===== config.mk =====
export PLATFORM = sky130hd
export DESIGN_NAME = regpair_file
export DESIGN_NICKNAME = d
export VERILOG_FILES = /design/src/rtl/regpair_pkg.sv /design/src/rtl/pair_alu.sv /design/src/rtl/regpair_bank.sv /design/src/rtl/regpair_file.sv
export SDC_FILE = /design/constraint.sdc
export NUM_CORES = 1
export LEC_CHECK = 0
export ABC_AREA = 0
export BUFFER_PORTS_ARGS = -buffer_cell sky130_fd_sc_hd__buf_2
export CAP_MARGIN = 20
export CELL_PAD_IN_SITES_DETAIL_PLACEMENT = 0
export CELL_PAD_IN_SITES_GLOBAL_PLACEMENT = 2
export CORE_ASPECT_RATIO = 1.75
export CORE_MARGIN = 4
export CORE_UTILIZATION = 30
export DETAILED_ROUTE_END_ITERATION = 8
export PLACE_DENSITY_LB_ADDON = 0.3
export SLEW_MARGIN = 10
export SYNTH_ARGS = -nofsm -noshare
export SYNTH_HDL_FRONTEND = slang
export SYNTH_SLANG_ARGS = --single-unit

===== constraint.sdc =====
create_clock -name clk -period 5.87 [get_ports clk]
set_input_delay 1.174 -clock clk [delete_from_list [all_inputs] [get_ports clk]]
set_output_delay 1.174 -clock clk [all_outputs]
set_load 0.03 [all_outputs]

===== src/rtl/regpair_pkg.sv =====
package regpair_pkg;
    localparam int NUM_BYTES = 6;
    localparam int NUM_PAIRS = 3;
    localparam int SEL_W     = 3;

    typedef enum logic [2:0] {
        OP_NOP   = 3'd0,
        OP_LOAD  = 3'd1,
        OP_INC   = 3'd2,
        OP_DEC   = 3'd3,
        OP_ADDHL = 3'd4,
        OP_XCHG  = 3'd5,
        OP_HL2SP = 3'd6,
        OP_HL2PC = 3'd7
    } pair_op_e;

    typedef enum logic [1:0] {
        PT_BC = 2'd0,
        PT_DE = 2'd1,
        PT_HL = 2'd2,
        PT_SP = 2'd3
    } pair_tgt_e;
endpackage


===== src/rtl/pair_alu.sv =====
module pair_alu
    import regpair_pkg::*;
#(
    parameter int BYTE_W = 8,
    localparam int WORD_W = 2 * BYTE_W
) (
    input  logic              op_valid,
    input  pair_op_e          op,
    input  pair_tgt_e         tgt,
    input  logic [WORD_W-1:0] imm,
    input  logic [WORD_W-1:0] bc,
    input  logic [WORD_W-1:0] de,
    input  logic [WORD_W-1:0] hl,
    input  logic [WORD_W-1:0] sp,
    output logic [NUM_PAIRS-1:0]              pair_we,
    output logic [NUM_PAIRS-1:0][WORD_W-1:0]  pair_nx,
    output logic              sp_we,
    output logic [WORD_W-1:0] sp_nx,
    output logic              add_fire,
    output logic              add_carry,
    output logic              jump_fire
);
    logic [WORD_W-1:0] src;
    logic [WORD_W-1:0] res;
    logic              res_we;
    logic [WORD_W:0]   sum;

    always_comb begin
        unique case (tgt)
            PT_BC: src = bc;
            PT_DE: src = de;
            PT_HL: src = hl;
            PT_SP: src = sp;
        endcase
    end

    assign sum = {1'b0, hl} + {1'b0, src};

    always_comb begin
        res       = src;
        res_we    = 1'b0;
        pair_we   = '0;
        pair_nx[0] = bc;
        pair_nx[1] = de;
        pair_nx[2] = hl;
        sp_we     = 1'b0;
        sp_nx     = sp;
        add_fire  = 1'b0;
        add_carry = 1'b0;
        jump_fire = 1'b0;
        if (op_valid) begin
            unique case (op)
                OP_NOP: ;
                OP_LOAD: begin
                    res    = imm;
                    res_we = 1'b1;
                end
                OP_INC: begin
                    res    = src + 1'b1;
                    res_we = 1'b1;
                end
                OP_DEC: begin
                    res    = src - 1'b1;
                    res_we = 1'b1;
                end
                OP_ADDHL: begin
                    pair_nx[2] = sum[WORD_W-1:0];
                    pair_we[2] = 1'b1;
                    add_fire   = 1'b1;
                    add_carry  = sum[WORD_W];
                end
                OP_XCHG: begin
                    pair_nx[1] = hl;
                    pair_nx[2] = de;
                    pair_we[1] = 1'b1;
                    pair_we[2] = 1'b1;
                end
                OP_HL2SP: begin
                    sp_nx = hl;
                    sp_we = 1'b1;
                end
                OP_HL2PC: jump_fire = 1'b1;
            endcase
            if (res_we) begin
                unique case (tgt)
                    PT_BC: begin pair_nx[0] = res; pair_we[0] = 1'b1; end
                    PT_DE: begin pair_nx[1] = res; pair_we[1] = 1'b1; end
                    PT_HL: begin pair_nx[2] = res; pair_we[2] = 1'b1; end
                    PT_SP: begin sp_nx = res;      sp_we = 1'b1;      end
                endcase
            end
        end
    end
endmodule


===== src/rtl/regpair_bank.sv =====
module regpair_bank
    import regpair_pkg::*;
#(
    parameter int BYTE_W = 8,
    localparam int WORD_W = 2 * BYTE_W
) (
    input  logic                              clk,
    input  logic                              rst_n,
    input  logic                              wr8_en,
    input  logic [SEL_W-1:0]                  wr8_sel,
    input  logic [BYTE_W-1:0]                 wr8_data,
    input  logic [NUM_PAIRS-1:0]              pair_we,
    input  logic [NUM_PAIRS-1:0][WORD_W-1:0]  pair_nx,
    output logic [NUM_BYTES-1:0][BYTE_W-1:0]  bytes_q
);
    for (genvar i = 0; i < NUM_BYTES; i++) begin : g_byte
        localparam int PIDX = i / 2;
        localparam bit HIGH = (i % 2) == 0;
        logic [BYTE_W-1:0] op_byte;

        if (HIGH) begin : g_hi
            assign op_byte = pair_nx[PIDX][WORD_W-1:BYTE_W];
        end else begin : g_lo
            assign op_byte = pair_nx[PIDX][BYTE_W-1:0];
        end

        always_ff @(posedge clk) begin
            if (!rst_n) begin
                bytes_q[i] <= '0;
            end else if (pair_we[PIDX]) begin
                bytes_q[i] <= op_byte;
            end else if (wr8_en && wr8_sel == SEL_W'(i)) begin
                bytes_q[i] <= wr8_data;
            end
        end
    end
endmodule


===== src/rtl/regpair_file.sv =====
module regpair_file
    import regpair_pkg::*;
#(
    parameter int BYTE_W = 8,
    localparam int WORD_W = 2 * BYTE_W
) (
    input  logic              clk,
    input  logic              rst_n,
    input  logic              wr8_en,
    input  logic [2:0]        wr8_sel,
    input  logic [BYTE_W-1:0] wr8_data,
    input  logic [2:0]        rd8_sel,
    output logic [BYTE_W-1:0] rd8_data,
    input  logic              op_valid,
    input  logic [2:0]        op_code,
    input  logic [1:0]        op_tgt,
    input  logic [WORD_W-1:0] op_imm,
    input  logic              carry_in,
    output logic              carry_out,
    output logic              carry_we,
    output logic              pc_load,
    output logic [WORD_W-1:0] pc_target,
    output logic [WORD_W-1:0] sp_out
);
    logic [NUM_BYTES-1:0][BYTE_W-1:0] bytes_q;
    logic [NUM_PAIRS-1:0]             pair_we;
    logic [NUM_PAIRS-1:0][WORD_W-1:0] pair_nx;
    logic [WORD_W-1:0] bc_cur, de_cur, hl_cur;
    logic [WORD_W-1:0] sp_q, sp_nx;
    logic              sp_we, add_fire, add_carry, jump_fire;
    pair_op_e          op_e;
    pair_tgt_e         tgt_e;

    assign op_e   = pair_op_e'(op_code);
    assign tgt_e  = pair_tgt_e'(op_tgt);
    assign bc_cur = {bytes_q[0], bytes_q[1]};
    assign de_cur = {bytes_q[2], bytes_q[3]};
    assign hl_cur = {bytes_q[4], bytes_q[5]};

    pair_alu #(.BYTE_W(BYTE_W)) u_alu (
        .op_valid (op_valid),
        .op       (op_e),
        .tgt      (tgt_e),
        .imm      (op_imm),
        .bc       (bc_cur),
        .de       (de_cur),
        .hl       (hl_cur),
        .sp       (sp_q),
        .pair_we  (pair_we),
        .pair_nx  (pair_nx),
        .sp_we    (sp_we),
        .sp_nx    (sp_nx),
        .add_fire (add_fire),
        .add_carry(add_carry),
        .jump_fire(jump_fire)
    );

    regpair_bank #(.BYTE_W(BYTE_W)) u_bank (
        .clk     (clk),
        .rst_n   (rst_n),
        .wr8_en  (wr8_en),
        .wr8_sel (wr8_sel),
        .wr8_data(wr8_data),
        .pair_we (pair_we),
        .pair_nx (pair_nx),
        .bytes_q (bytes_q)
    );

    always_ff @(posedge clk) begin
        if (!rst_n) begin
            sp_q <= '0;
        end else if (sp_we) begin
            sp_q <= sp_nx;
        end
    end

    always_ff @(posedge clk) begin
        if (!rst_n) begin
            carry_out <= 1'b0;
            carry_we  <= 1'b0;
            pc_load   <= 1'b0;
            pc_target <= '0;
        end else begin
            carry_out <= add_fire ? add_carry : carry_in;
            carry_we  <= add_fire;
            pc_load   <= jump_fire;
            if (jump_fire) begin
                pc_target <= hl_cur;
            end
        end
    end

    always_comb begin
        if (rd8_sel < 3'(NUM_BYTES)) begin
            rd8_data = bytes_q[rd8_sel];
        end else begin
            rd8_data = '0;
        end
    end

    assign sp_out = sp_q;
endmodule


==> metrics.txt <==
# TYPE chip_impl_metric gauge
chip_impl_metric{name="area_of_combinational_cells_with_multiple_inputs",unit="µm²"} 4483
chip_impl_metric{name="dieHeight",unit="µm"} 201.7
chip_impl_metric{name="routed_wl",unit="µm"} 28970
chip_impl_metric{name="relSlewSlack",unit=""} 0.2961
chip_impl_metric{name="arrival",unit="ns"} 4.94
chip_impl_metric{name="netSwitchingFraction",unit=""} 0.3272
chip_impl_metric{name="grt_overflow_total",unit=""} 0
chip_impl_metric{name="floorplan.initialDensity",unit=""} 0.3060
chip_impl_metric{name="timing.critical_path.slowest_cell_delay",unit="ns"} 0.61
chip_impl_metric{name="placement.setup.worst_slack",unit="ns"} 0.8589
chip_impl_metric{name="power.clock.fraction",unit=""} 0.377
chip_impl_info{name="crit_slowest_cell",value="sky130_fd_sc_hd__mux4_2"} 1
chip_impl_metric{name="power.switching",unit="mW"} 0.5367
chip_impl_info{name="timing.critical_path.cells",value="buf_2 > mux4_2 > ha_1 > nor2b_1 > o21ai_0 > a211oi_1 > o32ai_1 > o21bai_1 > xor2_1 > a22oi_1 > a22oi_1 > and3_1"} 1
chip_impl_info{name="kind_of_cell_adding_the_most_delay_to_the_critical_path",value="compound AO/OA/AOI/OAI gates"} 1
chip_impl_metric{name="final_period_minus_worst_setup_slack",unit="ns"} 4.691
chip_impl_metric{name="final.setup.worst_slack",unit="ns"} 1.179
chip_impl_info{name="timing.critical_path.to_type",value="register"} 1
chip_impl_metric{name="finalHoldViolations",unit=""} 0
chip_impl_metric{name="final-max-slew-violation-count",unit=""} 0
chip_impl_metric{name="cp_num_buf_inv",unit=""} 1
chip_impl_metric{name="antenna_violating_nets_post_route",unit=""} 0
chip_impl_metric{name="route.detailed.drc",unit=""} 0
chip_impl_metric{name="grt_start_max_net_pins",unit=""} 87
chip_impl_metric{name="postSynthRegisterBits",unit=""} 83
chip_impl_metric{name="yosys_warnings",unit=""} 0
chip_impl_metric{name="peakVddDrop",unit="mV"} 0.1391
chip_impl_metric{name="clock_insertion_delay_worst_skew",unit="ns"} 0.36
chip_impl_metric{name="fillCellCount",unit=""} 2228
chip_impl_metric{name="number_of_global_route_vias_before_repair",unit=""} 6670
chip_impl_metric{name="fp-row-count",unit=""} 70
chip_impl_metric{name="finalSetupViolations",unit=""} 0
chip_impl_metric{name="power_density",unit="nW/µm²"} 219.9
chip_impl_metric{name="power_frac_comb",unit=""} 0.233
chip_impl_info{name="status",value="finished clean"} 1
chip_impl_metric{name="yosys.area.top_type_share",unit=""} 0.2584
chip_impl_metric{name="synth_area_per_cell",unit="µm²"} 8.245
chip_impl_metric{name="place.detailed.instances",unit=""} 1089
chip_impl_metric{name="detailedRoute.firstIterationViolations",unit=""} 778
chip_impl_info{name="tritoncts",value="built"} 1
chip_impl_metric{name="post_cts.resized_instances",unit=""} 0
chip_impl_metric{name="asyncSetResetFlopFracSynth",unit=""} 0
chip_impl_metric{name="cap_violations",unit=""} 0
chip_impl_metric{name="critical_path.max_fanout",unit=""} 19
chip_impl_metric{name="grt_pass1_wl",unit="µm"} 42410
chip_impl_metric{name="drt_first_pass_iters",unit=""} 6
chip_impl_metric{name="worstRegToRegCells",unit=""} 11
chip_impl_metric{name="synth_enable_flop_cells",unit=""} 0
chip_impl_metric{name="clock_path_buffers",unit=""} 2
chip_impl_info{name="netlist.top_cell.by_area",value="sky130_fd_sc_hd__dfxtp_1"} 1
chip_impl_metric{name="clock_skew",unit="ns"} 0.01187
chip_impl_info{name="r2r-end",value="u_bank.bytes_q[36]$_SDFFE_PN0P_"} 1
chip_impl_metric{name="worst-slew-pin-transition",unit="ns"} 1.049
chip_impl_metric{name="netlist_instances",unit=""} 780
chip_impl_metric{name="antenna_cell_count",unit=""} 0
chip_impl_metric{name="setup_tns",unit="ns"} 0
chip_impl_metric{name="clk_pin_slew",unit="ns"} 0.06
chip_impl_info{name="synth.top_cells.by_count",value="108 x sky130_fd_sc_hd__nand2_1, 83 x sky130_fd_sc_hd__dfxtp_1, 66 x sky130_fd_sc_hd__a21oi_1"} 1
chip_impl_metric{name="portBuffers",unit=""} 82
chip_impl_metric{name="cts.hold.buffers_added",unit=""} 0
chip_impl_metric{name="drt-wirelength-per-cell",unit="µm"} 26.24
chip_impl_info{name="dominant_cells_by_area_after_synthesis",value="sky130_fd_sc_hd__dfxtp_1 26%, sky130_fd_sc_hd__mux4_2 8.4%, sky130_fd_sc_hd__nand2_1 6.3%"} 1
chip_impl_info{name="worstHoldEndpoint",value="pc_target[13]$_SDFFE_PN0P_"} 1
chip_impl_metric{name="detailedPlacementHpwl",unit="µm"} 22400
chip_impl_info{name="synth-main-ff-cell",value="sky130_fd_sc_hd__dfxtp_1"} 1
chip_impl_metric{name="r2r_slack",unit="ns"} 2.10
chip_impl_metric{name="ff_latch_area",unit="µm²"} 1662
chip_impl_metric{name="internal_power",unit="mW"} 1.104
chip_impl_metric{name="p_leak",unit="nW"} 3.211
chip_impl_metric{name="die-width",unit="µm"} 118.7
chip_impl_metric{name="achievable_clock_frequency",unit="MHz"} 213.2
chip_impl_metric{name="dr_total_vias",unit=""} 6813
chip_impl_info{name="critical_hold_path_startpoint",value="pc_target[13]$_SDFFE_PN0P_"} 1
chip_impl_metric{name="worstHoldPathCells",unit=""} 2
chip_impl_metric{name="synth.lib_cells_used.distinct",unit=""} 63
chip_impl_info{name="worst_hold_path_type",value="register to register"} 1
chip_impl_metric{name="io-pin-count",unit=""} 83
chip_impl_info{name="unrepaired_setup_endpoints_after_global_routing",value="no"} 1
chip_impl_metric{name="cts_num_sinks",unit=""} 83
chip_impl_metric{name="final.period_utilization",unit=""} 0.7991
chip_impl_metric{name="placeableCoreArea",unit="µm²"} 21020
chip_impl_metric{name="gp_congestion",unit=""} 0.9670
chip_impl_metric{name="sequentialPowerShare",unit=""} 0.389
chip_impl_info{name="reg2reg_from",value="u_bank.bytes_q[42]$_SDFFE_PN0P_"} 1
chip_impl_metric{name="fin_cells",unit=""} 1104
chip_impl_metric{name="die-area",unit="µm²"} 23940
chip_impl_metric{name="num-nets-final",unit=""} 922
chip_impl_metric{name="clock_buffers_created_by_tritoncts",unit=""} 9
chip_impl_info{name="worstSetupStartpointType",value="primary input"} 1
chip_impl_metric{name="post_synth_instance_area",unit="µm²"} 6431
chip_impl_info{name="kind_of_critical_path",value="primary input to register"} 1
chip_impl_info{name="cts_root_buf",value="sky130_fd_sc_hd__clkbuf_16"} 1
chip_impl_metric{name="timing.critical_path.required",unit="ns"} 6.12
chip_impl_metric{name="antenna_found_initial",unit=""} 0
chip_impl_metric{name="avgViaCountPerCell",unit=""} 6.171
chip_impl_metric{name="drive_above_1_share",unit=""} 0.1948
chip_impl_info{name="synth.most_common_cell",value="sky130_fd_sc_hd__nand2_1"} 1
chip_impl_metric{name="post_cts.repair.setup_buffers",unit=""} 0
chip_impl_metric{name="synth.yosys.seq_area_share",unit=""} 0.2584
chip_impl_info{name="path_common_cell",value="sky130_fd_sc_hd__a22oi_1"} 1
chip_impl_metric{name="flow.area_growth_from_synthesis",unit="%"} 15.99
chip_impl_metric{name="cts.htree.levels",unit=""} 3
chip_impl_metric{name="synthesis.nets",unit=""} 854
chip_impl_metric{name="gr-usage-all-layers",unit=""} 0.2352
-- through the flow --
step                      cell area, µm²  utilization  power, mW  hold WS (ns)
after floorplan                     6431            -     0.8780        0.4978
after global placement              7152       0.3402      1.024        0.4550
after detailed placement            7152       0.3402      1.026        0.4586
after CTS                           7460       0.3549      1.642        0.4673
after global routing                7460       0.3549      1.696        0.4954
final                               7460       0.3549      1.640        0.4649
-- how the worst max path moves through the flow --
stage / from / end / depth (start not counted)
6_report: op_tgt[0] / u_bank.bytes_q[36]$_SDFFE_PN0P_ / 12
5_1_grt: op_tgt[0] / u_bank.bytes_q[36]$_SDFFE_PN0P_ / 12
4_1_cts: op_tgt[0] / u_bank.bytes_q[36]$_SDFFE_PN0P_ / 12
3_5_place_dp: op_tgt[0] / u_bank.bytes_q[36]$_SDFFE_PN0P_ / 12
3_3_place_gp: op_tgt[0] / u_bank.bytes_q[36]$_SDFFE_PN0P_ / 12
2_1_floorplan: op_tgt[1] / u_bank.bytes_q[36]$_SDFFE_PN0P_ / 12
-- layout by cell type (no fill, tap or decap), types with 10 or more instances in the layout --
cell type,instances
sky130_fd_sc_hd__and3_1,17
sky130_fd_sc_hd__mux2_2,10
sky130_fd_sc_hd__nor2b_1,11
sky130_fd_sc_hd__nand2b_1,11
sky130_fd_sc_hd__a211oi_1,12
sky130_fd_sc_hd__o221ai_1,10
sky130_fd_sc_hd__mux2i_1,34
sky130_fd_sc_hd__ha_1,32
sky130_fd_sc_hd__nand3_1,16
sky130_fd_sc_hd__dfxtp_1,83
sky130_fd_sc_hd__nand2_1,108
sky130_fd_sc_hd__xor2_1,12
sky130_fd_sc_hd__o22ai_1,19
sky130_fd_sc_hd__nor2_1,32
sky130_fd_sc_hd__buf_2,82
sky130_fd_sc_hd__o211a_1,10
sky130_fd_sc_hd__a21boi_0,18
sky130_fd_sc_hd__o21ai_0,58
sky130_fd_sc_hd__a21oi_1,66
sky130_fd_sc_hd__buf_4,25
sky130_fd_sc_hd__inv_1,24
sky130_fd_sc_hd__mux4_2,24
-- state kept, by name, summed over array words and instances (netlist names) --
register        cells
carry_out           1
carry_we            1
pc_load             1
pc_target          16
sp_out             16
u_bank.bytes_q     48
-- worst register-to-register path: stages (launching register included) --
cell                       delay, ns
sky130_fd_sc_hd__dfxtp_1        0.45
sky130_fd_sc_hd__mux4_2         0.55
sky130_fd_sc_hd__ha_1           0.39
sky130_fd_sc_hd__nor2b_1        0.16
sky130_fd_sc_hd__o21ai_0        0.33
sky130_fd_sc_hd__a211oi_1       0.21
sky130_fd_sc_hd__o32ai_1        0.47
sky130_fd_sc_hd__o21bai_1       0.13
sky130_fd_sc_hd__xor2_1         0.15
sky130_fd_sc_hd__a22oi_1        0.42
sky130_fd_sc_hd__a22oi_1        0.18
sky130_fd_sc_hd__and3_1         0.23
-- cells by family (layout without fill, tap and decap cells) --
kind of cell / count (synthesis) / after routing / synth area share
compound gates: 260 / 260 / 0.2683
simple gates: 241 / 241 / 0.1792
flops: 83 / 83 / 0.2584
buf+inv: 75 / 147 / 0.04533
mux: 68 / 68 / 0.1545
fa+ha+maj: 34 / 34 / 0.06848
xor+xnor: 19 / 19 / 0.02588
-- per-layer routing --
layer  share of wire  track usage
met5               0            0
met4           0.073       0.1587
met3           0.066      0.03037
met2            0.49       0.4110
met1            0.37       0.2634
-- power groups by stage --
stage	registers (mW)	clock network, mW	logic (mW)
after detailed placement	0.650	0	0.376
after CTS	0.637	0.627	0.378
after floorplan	0.637	0	0.241
after global placement	0.650	0	0.373
after global routing	0.640	0.645	0.412
final	0.638	0.619	0.383
-- cell type report --
cell class | instances | share of cell area
inverter | 25 | 0.01258
multi-input combinational | 622 | 0.6010
timing repair buffer | 107 | 0.08017
clock buffer | 10 | 0.03069
clock inverter | 5 | 0.01057
sequential | 83 | 0.2227
tap | 252 | 0.04227
Power figures use the tool's default switching activity.
